==> src/rtl/keyUnlockPkg.sv <==
package keyUnlockPkg;
  typedef enum logic [1:0] {
    ST_HUNT   = 2'd0,
    ST_FROZEN = 2'd1,
    ST_XFER   = 2'd2
  } seqState_t;

  typedef struct packed {
    logic ptrClr;
    logic ptrInc;
    logic snap;
    logic shiftEn;
    logic shiftIn;
    logic shiftWr;
    logic finish;
  } seqStrobe_t;
endpackage

==> src/rtl/keySeqCtrl.sv <==
module keySeqCtrl
  import keyUnlockPkg::*;
#(
  parameter int SYNC_STAGES = 2
) (
  input  logic       clk,
  input  logic       rstN,
  input  logic       ceN,
  input  logic       oeN,
  input  logic       weN,
  input  logic       dq0In,
  input  logic       keyBit,
  input  logic       ptrLast,
  input  logic       cntLast,
  output seqStrobe_t strb,
  output logic       memEnable,
  output logic       dq0Oe
);
  localparam int NSIG = 4;

  logic [NSIG-1:0] syncPipe [SYNC_STAGES];
  logic ceS, oeS, weS, dqS, ceD;
  logic seenWe, wrBit, cycleEnd;
  seqState_t state, stateNxt;

  generate
    for (genvar g = 0; g < SYNC_STAGES; g++) begin : gSync
      always_ff @(posedge clk or negedge rstN) begin
        if (!rstN) syncPipe[g] <= 4'b1110;
        else if (g == 0) syncPipe[g] <= {ceN, oeN, weN, dq0In};
        else syncPipe[g] <= syncPipe[g-1];
      end
    end
  endgenerate

  assign {ceS, oeS, weS, dqS} = syncPipe[SYNC_STAGES-1];
  assign cycleEnd = ceS && !ceD;

  always_ff @(posedge clk or negedge rstN) begin
    if (!rstN) begin
      ceD    <= 1'b1;
      seenWe <= 1'b0;
      wrBit  <= 1'b0;
      state  <= ST_HUNT;
    end else begin
      ceD   <= ceS;
      state <= stateNxt;
      if (!ceS && !weS) begin
        seenWe <= 1'b1;
        wrBit  <= dqS;
      end else if (cycleEnd) begin
        seenWe <= 1'b0;
      end
    end
  end

  always_comb begin
    strb         = '0;
    strb.shiftIn = wrBit;
    strb.shiftWr = seenWe;
    stateNxt     = state;
    if (cycleEnd) begin
      unique case (state)
        ST_HUNT: begin
          if (!seenWe) strb.ptrClr = 1'b1;
          else if (wrBit == keyBit) begin
            if (ptrLast) begin
              strb.ptrClr = 1'b1;
              strb.snap   = 1'b1;
              stateNxt    = ST_XFER;
            end else begin
              strb.ptrInc = 1'b1;
            end
          end else begin
            stateNxt = ST_FROZEN;
          end
        end
        ST_FROZEN: begin
          if (!seenWe) begin
            strb.ptrClr = 1'b1;
            stateNxt    = ST_HUNT;
          end
        end
        ST_XFER: begin
          strb.shiftEn = 1'b1;
          if (cntLast) begin
            strb.finish = 1'b1;
            strb.ptrClr = 1'b1;
            stateNxt    = ST_HUNT;
          end
        end
        default: stateNxt = ST_HUNT;
      endcase
    end
  end

  assign memEnable = (state != ST_XFER);
  assign dq0Oe     = (state == ST_XFER) && !ceS && !oeS && weS && !seenWe;
endmodule

==> src/rtl/keySeqData.sv <==
module keySeqData
  import keyUnlockPkg::*;
#(
  parameter int          KEY_W = 64,
  parameter int          REG_W = 64,
  parameter logic [KEY_W-1:0] KEY = '0
) (
  input  logic             clk,
  input  logic             rstN,
  input  seqStrobe_t       strb,
  input  logic [REG_W-1:0] regRdData,
  output logic             keyBit,
  output logic             ptrLast,
  output logic             cntLast,
  output logic             shadowBit,
  output logic             regLoad,
  output logic [REG_W-1:0] regWrData
);
  localparam int PTR_W = $clog2(KEY_W);
  localparam int CNT_W = $clog2(REG_W);

  logic [PTR_W-1:0] ptr;
  logic [CNT_W-1:0] cnt;
  logic [REG_W-1:0] shadow;
  logic             anyWr;

  always_ff @(posedge clk or negedge rstN) begin
    if (!rstN) begin
      ptr     <= '0;
      cnt     <= '0;
      shadow  <= '0;
      anyWr   <= 1'b0;
      regLoad <= 1'b0;
    end else begin
      regLoad <= strb.finish && (anyWr || strb.shiftWr);
      if (strb.ptrClr) ptr <= '0;
      else if (strb.ptrInc) ptr <= ptr + 1'b1;
      if (strb.snap) begin
        shadow <= regRdData;
        cnt    <= '0;
        anyWr  <= 1'b0;
      end else if (strb.shiftEn) begin
        shadow <= {strb.shiftWr ? strb.shiftIn : shadow[0], shadow[REG_W-1:1]};
        cnt    <= cnt + 1'b1;
        anyWr  <= anyWr || strb.shiftWr;
      end
    end
  end

  assign keyBit    = KEY[ptr];
  assign ptrLast   = (ptr == PTR_W'(KEY_W - 1));
  assign cntLast   = (cnt == CNT_W'(REG_W - 1));
  assign shadowBit = shadow[0];
  assign regWrData = shadow;
endmodule

==> src/rtl/keyUnlockSeq.sv <==
module keyUnlockSeq
  import keyUnlockPkg::*;
#(
  parameter int          KEY_W = 64,
  parameter int          REG_W = 64,
  parameter logic [KEY_W-1:0] KEY = 64'hD1E2_5A3C_0F96_7B48
) (
  input  logic             clk,
  input  logic             rstN,
  input  logic             ceN,
  input  logic             oeN,
  input  logic             weN,
  input  logic             dq0In,
  input  logic [REG_W-1:0] regRdData,
  output logic             memEnable,
  output logic             dq0Out,
  output logic             dq0Oe,
  output logic             regLoad,
  output logic [REG_W-1:0] regWrData
);
  seqStrobe_t strb;
  logic keyBit, ptrLast, cntLast, shadowBit;

  keySeqCtrl #(.SYNC_STAGES(2)) uCtrl (
    .clk(clk), .rstN(rstN), .ceN(ceN), .oeN(oeN), .weN(weN), .dq0In(dq0In),
    .keyBit(keyBit), .ptrLast(ptrLast), .cntLast(cntLast),
    .strb(strb), .memEnable(memEnable), .dq0Oe(dq0Oe)
  );

  keySeqData #(.KEY_W(KEY_W), .REG_W(REG_W), .KEY(KEY)) uData (
    .clk(clk), .rstN(rstN), .strb(strb), .regRdData(regRdData),
    .keyBit(keyBit), .ptrLast(ptrLast), .cntLast(cntLast),
    .shadowBit(shadowBit), .regLoad(regLoad), .regWrData(regWrData)
  );

  assign dq0Out = dq0Oe ? shadowBit : 1'b0;
endmodule

==> config.mk <==
export PLATFORM = sky130hd
export DESIGN_NAME = keyUnlockSeq
export DESIGN_NICKNAME = d
export VERILOG_FILES = /design/src/rtl/keyUnlockPkg.sv /design/src/rtl/keySeqCtrl.sv /design/src/rtl/keySeqData.sv /design/src/rtl/keyUnlockSeq.sv
export SDC_FILE = /design/constraint.sdc
export NUM_CORES = 1
export LEC_CHECK = 0
export BUFFER_PORTS_ARGS = -buffer_cell sky130_fd_sc_hd__buf_4
export CAP_MARGIN = 20
export CELL_PAD_IN_SITES_DETAIL_PLACEMENT = 0
export CELL_PAD_IN_SITES_GLOBAL_PLACEMENT = 1
export CORE_MARGIN = 8
export CORE_UTILIZATION = 38
export DETAILED_ROUTE_END_ITERATION = 12
export PLACE_DENSITY = 0.88
export SLEW_MARGIN = 5
export SYNTH_ARGS = -nofsm -noshare
export SYNTH_HDL_FRONTEND = slang
export SYNTH_SLANG_ARGS = --single-unit
==> constraint.sdc <==
create_clock -name clk -period 3.2 [get_ports clk]
set_clock_uncertainty 0.2 [all_clocks]
set_input_delay 0.16 -clock clk [delete_from_list [all_inputs] [get_ports clk]]
set_output_delay 0.16 -clock clk [all_outputs]
set_load 0.01 [all_outputs]
# After elaboration in Yosys (flattened, before gate mapping)
# Memory sizes are Yosys's and may differ from the RTL's.
# Cells that the tools add are included.
classes:
  muxes: 32
  eq_ne: 10
  n_reduce_logical: 18
  n_addsub: 2
  order_cmp: 1
ops:
  columns: ["op", "n"]
  rows:
  - ["$mux W64", 2]
  - ["$mux W6", 4]
  - ["$mux W1", 15]
  - ["$mux W2", 7]
  - ["$add A6 B1 Y6 const B", 2]
  - ["$eq A6 B6 Y1 const B", 2]
  - ["$logic_and A1 B1 Y1", 7]
  - ["$lt A6 B7 Y1 const B", 1]
  - ["$ne A2 B2 Y1 const B", 3]
  - ["$pmux W2 S3", 1]
  - ["$reduce_bool A2 Y1", 3]
  - ["$logic_not A1 Y1", 5]
  - ["$reduce_and A5 Y1", 1]
  - ["$mux W4", 1]
  - ["$mux W3", 1]
  - ["$ne A3 B3 Y1 const B", 1]
  - ["$pmux W1 S3", 1]
  - ["$eq A2 B1 Y1 const B", 1]
  - ["$eq A2 B2 Y1 const B", 1]
  - ["$logic_not A2 Y1", 1]
  - ["$ne A2 B1 Y1 const B", 1]
  - ["$eq A1 B1 Y1", 1]
  - ["$logic_or A1 B1 Y1", 1]
word_totals:
  inputBits: 70
  rom_bits: 64
  elab_cells: 75
  n_memories: 1
  out_inout_bits: 68
  reg_bits: 91
memory_table:
  columns: ["memory", "words", "word_bits", "rd", "rd_ports_with_merged_regs", "wr", "line_no", "text"]
  rows:
  - ["(name not given)", 64, 1, 1, 0, 0, "keySeqData.sv:50", "assign keyBit = KEY[ptr];"]

# Depth between registers and ports, before layout
logic_depth:
  depth_word: 9
  mapped_depth: 9
  ltp_nobuf: 8

# Hierarchy
# From an unflattened synthesis, not the netlist that was laid out.
unflattened:
  cells_unflattened: 409
  hier_area_um2: 4262.8
modules_own_cells:
  columns: ["mod", "cells_per_inst", "seq_area_each_um2", "n_inst", "area_each_um2"]
  rows:
  - ["keySeqData", 366, 1951.9, 1, 3739.8]
  - ["keySeqCtrl", 42, 334.1, 1, 516.7]
  - ["keyUnlockSeq", 1, 0.0, 1, 6.3]

# Worst setup path after synthesis
# Ideal clock, no wire load.
synth_timing:
  kind: "reg-to-reg"
  startpoint: "reg uData.ptr[0]"
  endpoint: "reg uData.ptr[5]"
  path_buffers: 0
  arrival_time_ns: 2.439
  t_required_ns: 2.922
  period_less_slack_ns: 2.717
  setup_time_ns: 0.078
  setup_slack_ns: 0.483
  path_stages_with_launch: 9
  cell_sequence: "dfrtp_1 inv_1 ha_1 nor2b_1 xnor2_1 mux4_2 xnor2_2 or4_1 a21oi_1"
synth_between:
  elab_chain_cells: 8
  elab_cells_between_ends: 16
  cone_classes: "1 x add/sub; 2 x eq/ne; 11 x mux; 1 x reduce/logical; 1 x memory"
synth_lines:
  columns: ["item", "line_no", "text"]
  rows:
  - ["start, declared", "keySeqData.sv:22", "logic [PTR_W-1:0] ptr;"]
  - ["start signal, assigned", "keySeqData.sv:37", "else if (strb.ptrInc) ptr <= ptr + 1'b1;"]
  - ["$mem_v2 Z64 W1", null, null]
  - ["$mux W1 (not written as such)", "keySeqData.sv:50", null]
  - ["$eq A1 B1 Y1", "keySeqCtrl.sv:66", "else if (wrBit == keyBit) begin"]
  - ["$mux W3", "keySeqCtrl.sv:66", null]
  - ["$mux W1 or $mux W2 (tied branches)", "keySeqCtrl.sv:65", "if (!seenWe) strb.ptrClr = 1'b1;"]
  - ["$pmux W1 S3 or $mux W2 (tied branches)", "keySeqCtrl.sv:63", "unique case (state)"]
  - ["$mux W4", "keySeqCtrl.sv:62", "if (cycleEnd) begin"]
  - ["$mux W6 or $reduce_bool A2 Y1 (tied branches)", null, null]
# Parallel ways exist; a longest one is shown, timed or not. The select of a mux whose other input is x is not followed.
# A chain may end at the register's enable or synchronous reset.

# Worst setup path after layout
layout_timing:
  startpoint: "reg uData.ptr[0]"
  endpoint: "reg uData.shadow[16], in the netlist uData.regWrData[16]"
layout_between:
  elab_chain_cells: 8
  elab_cells_between_ends: 11
  cone_classes: "2 x eq/ne; 7 x mux; 1 x reduce/logical; 1 x memory"
layout_lines:
  columns: ["item", "line_no", "text"]
  rows:
  - ["$mem_v2 Z64 W1", null, null]
  - ["$mux W1 (not written as such)", "keySeqData.sv:50", null]
  - ["$eq A1 B1 Y1", "keySeqCtrl.sv:66", null]
  - ["$mux W3 *", "keySeqCtrl.sv:66", null]
  - ["$mux W2 *", "keySeqCtrl.sv:65", null]
  - ["$mux W2 *", "keySeqCtrl.sv:63", null]
  - ["$mux W4 *", "keySeqCtrl.sv:62", null]
  - ["$mux W64 or $reduce_bool A2 Y1 (tied branches)", null, null]
  - ["end signal, assigned", "keySeqData.sv:39", "shadow <= regRdData;"]
  - ["end signal, assigned", "keySeqData.sv:43", "shadow <= {strb.shiftWr ? strb.shiftIn : shadow[0], shadow[REG_W-1:1]};"]
  - ["end, declared", "keySeqData.sv:24", "logic [REG_W-1:0] shadow;"]
# Every way passes the cells marked *; elsewhere a longest branch is shown, timed or not. The select of a mux whose other input is x is not followed.

==> run_results.csv <==
group,metric,value,unit
pwr,share_clk_of_total_power,36.6,%
clocking,clockRootBuffer,"sky130_fd_sc_hd__clkbuf_8",
synth,count_of_synthesis_stage_warnings_from_yosys,0,
pwr,max-vdd-ir-drop,0.220,mV
clocking,clk_latency,0.36,ns
clocking,cts_hold_buffers,69,
sta,drv_slew,0,
drt,final_antenna_net_count,0,
sta,report.final.setup_viol,0,
layout,final_nets,681,
placement,hpwl,7910,um
grt,via_count_of_the_first_global_routing_pass,3939,
synth,synth_edf_count,0,
drt,vias_per_cell,5.00,
drt,final_wl,11700,um
floorplanning,die-area,14900,um^2
worst_setup_path,worst_ep_arrival_time,3.06,ns
layout,most_frequent_cells_in_the_layout,"sky130_fd_sc_hd__buf_4, sky130_fd_sc_hd__dfrtp_1, sky130_fd_sc_hd__nor2_1",
layout,synthToLayoutAreaGrowth,50.2,%
floorplanning,die_height,122,um
pwr,net-switching-power,618,uW
synth,synth.largest_area_cell,"sky130_fd_sc_hd__dfrtp_1",
worst_setup_path,setup.worst_path.class,"flop to flop",
sta,worst-slew-pin-transition,0.542,ns
floorplanning,initial_core_util,39.2,%
pwr,power_frac_comb,14.4,%
layout,register_area,2290,um^2
layout,num_antenna_cells,0,
layout,fillCellCount,919,
sta,layout_worst_path_cycle_share,92.9,%
synth,yosysTopAreaCellShare,49.2,%
sta,finalSetupTns,0,ns
synth,ys_seq_area_share,53.5,%
synth,syn-instance-count,407,
clocking,cts_tree,"built",
floorplanning,ios,138,
floorplanning,die_x,122,um
clocking,cts_buffers,9,
clocking,post-cts-setup-buffer-count,0,
clocking,ctsLongestPathBuffers,2,
sta,maxClockFrequency,336,MHz
clocking,post_cts_resize_count,0,
synth,synthesis.nets,481,
worst_setup_path,worst_ep_required_time,3.29,ns
floorplanning,core,10900,um^2
synth,synthDistinctLibCells,40,
floorplanning,row_count,38,
sta,whs,0.113,ns
grt,grt_antenna_before_repair,0,
drt,num_vias,3759,
worst_setup_path,critical_path_peak_fanout,63,
sta,post-route-min-period,2.97,ns
pwr,cellPowerDensity,404,nW/um^2
clocking,cts_max_level,3,
worst_setup_path,worst_r2r_path_depth,9,
sta,fin_ws,0.226,ns
synth,synth_area,4270,um^2
pwr,p_int,1970,uW
synth,synth_area_leaders,"sky130_fd_sc_hd__dfrtp_1, sky130_fd_sc_hd__mux2i_1, sky130_fd_sc_hd__a21oi_1",
placement,place.port_buffers,137,
layout,multi_input_area,1870,um^2
drt,drt-pass1-iter-count,4,
drt,post_drt_wl_per_cell,15.6,um
pwr,switching_share,23.9,%
clocking,clk_transition_reported_paths,0.09,ns
worst_hold_path,hold_path.class,"input port to asynchronous set/reset pin",
pwr,reported_leakage_power,0.00281,uW
status,run_status,"finished, final reports clean",
synth,synth-seq-cells,91,
synth,asyncSetResetFlopFracSynth,100,%
placement,place.gp.congestion,0.779,
worst_setup_path,critPathCaptureType,"flop",
drt,drc,0,
worst_setup_path,critPathLaunchType,"flop",
run,max_cap_violations,0,
sta,hold_violations,0,
drt,first_iter_violations,202,
layout,final_common_cell,"sky130_fd_sc_hd__buf_4",
grt,grt_start_max_net_pins,64,
grt,grt_first_pass_wirelength,19300,um
clocking,clock-sinks,91,
layout,post_route_cells_drive_above_1_share,28.9,%
synth,ys_dominant_reg_cell,"sky130_fd_sc_hd__dfrtp_1",
grt,globalRouteOverflowTotal,0,
synth,syn-mean-instance-area,10.5,um^2
sta,grt_setup_unrepaired,"no",
placement,place_ws,0.263,ns
sta,max_slew_margin,63.4,%
pwr,seq_power_share,49.0,%
grt,grtUsageTotal,16.1,%
[per-stage QoR]
stage	total power (uW)	instance area, um^2	std cells	utilization, %
floorplan	1410	4270	407	-
global placement	1590	5450	666	50.0
detailed placement	1600	5470	667	50.3
CTS	2630	6410	752	58.9
global route	2720	6410	752	58.9
finish	2590	6410	752	58.9
[Yosys cell counts (4+ instances only)]
cell type and count:
sky130_fd_sc_hd__dfrtp_1 84, sky130_fd_sc_hd__nor2_1 78, sky130_fd_sc_hd__a21oi_1 70, sky130_fd_sc_hd__mux2i_1 66
sky130_fd_sc_hd__buf_2 13, sky130_fd_sc_hd__nand2_1 11, sky130_fd_sc_hd__clkbuf_1 10, sky130_fd_sc_hd__dfstp_2 7
sky130_fd_sc_hd__nand3_1 6, sky130_fd_sc_hd__nand4_1 6, sky130_fd_sc_hd__xor2_1 5, sky130_fd_sc_hd__ha_1 4
sky130_fd_sc_hd__inv_1 4, sky130_fd_sc_hd__nand2b_1 4, sky130_fd_sc_hd__nor2b_1 4, sky130_fd_sc_hd__o21ai_0 4
[state kept, by name, indices dropped and copies added, names as in the netlist]
register	cells
uCtrl.ceD	1
uCtrl.ceS	1
uCtrl.dqS	1
uCtrl.oeS	1
uCtrl.seenWe	1
uCtrl.state	2
uCtrl.syncPipe	5
uCtrl.wrBit	1
uData.anyWr	1
uData.cnt	6
uData.ptr	6
uData.regLoad	1
uData.regWrData	64
[power by group through the flow]
| stage | combinational (uW) | clock [uW] | sequential (uW) |
|---|---|---|---|
| finish | 374 | 948 | 1270 |
| global route | 411 | 1030 | 1280 |
| detailed placement | 308 | 0 | 1290 |
| global placement | 297 | 0 | 1290 |
| CTS | 376 | 986 | 1270 |
| floorplan | 110 | 0 | 1300 |
[worst paths after layout]
| path | to | start | slack [ns] |
|---|---|---|---|
| worst max register to register | uData.regWrData[16] | uData.ptr[0] | 0.23 |
| worst max-delay path | uData.regWrData[16] | uData.ptr[0] | 0.23 |
| worst min register to register | uCtrl.dqS | uCtrl.syncPipe[4] | 0.16 |
| min in group clk | uCtrl.dqS | uCtrl.syncPipe[4] | 0.16 |
| max in group asynchronous | uCtrl.syncPipe[6] | rstN | 2.03 |
| worst min-delay path | uCtrl.state[1] | rstN | 0.11 |
[kinds of logic (layout without fill, tap and decap cells)]
kind of cell,count (synthesis),after routing,share of synthesized area [%]
adder cells (fa/ha/maj),4,4,1.17
AO/OA/AOI/OAI,83,83,10.3
XOR/XNOR,10,10,2.40
AND/OR/NAND/NOR,122,122,12.9
flip-flops,91,91,53.5
multiplexers,69,69,16.8
buffers and inverters,28,233,2.93
[per-layer routing]
layer  global-route usage (%)  wire length [um]  part of all wire [%]
met5                        0                 0                     0
met4                     7.32               286                   2.4
met3                     4.30               715                   6.1
met2                     26.0              5780                    49
met1                     19.6              4930                    42
[layout make-up]
class                   count  share of cell area [%]
flip-flops and latches     91                    35.6
clock inverters             6                    1.76
clock buffers              10                    2.15
multi-input cells         288                    29.2
inverters                   4                   0.234
well taps                 140                    2.73
repair buffers            213                    28.3
[worst max-delay path, cell delays in order, from the launching register on]
cell and delay [ns]:
sky130_fd_sc_hd__dfrtp_1 0.47, sky130_fd_sc_hd__inv_1 0.11, sky130_fd_sc_hd__ha_1 0.31, sky130_fd_sc_hd__nor2b_1 0.15, sky130_fd_sc_hd__xnor2_1 0.13, sky130_fd_sc_hd__mux4_2 0.56
sky130_fd_sc_hd__xor2_2 0.36, sky130_fd_sc_hd__nand3_2 0.14, sky130_fd_sc_hd__buf_12 0.21, sky130_fd_sc_hd__a21oi_1 0.18
Power figures use the tool's default switching activity.
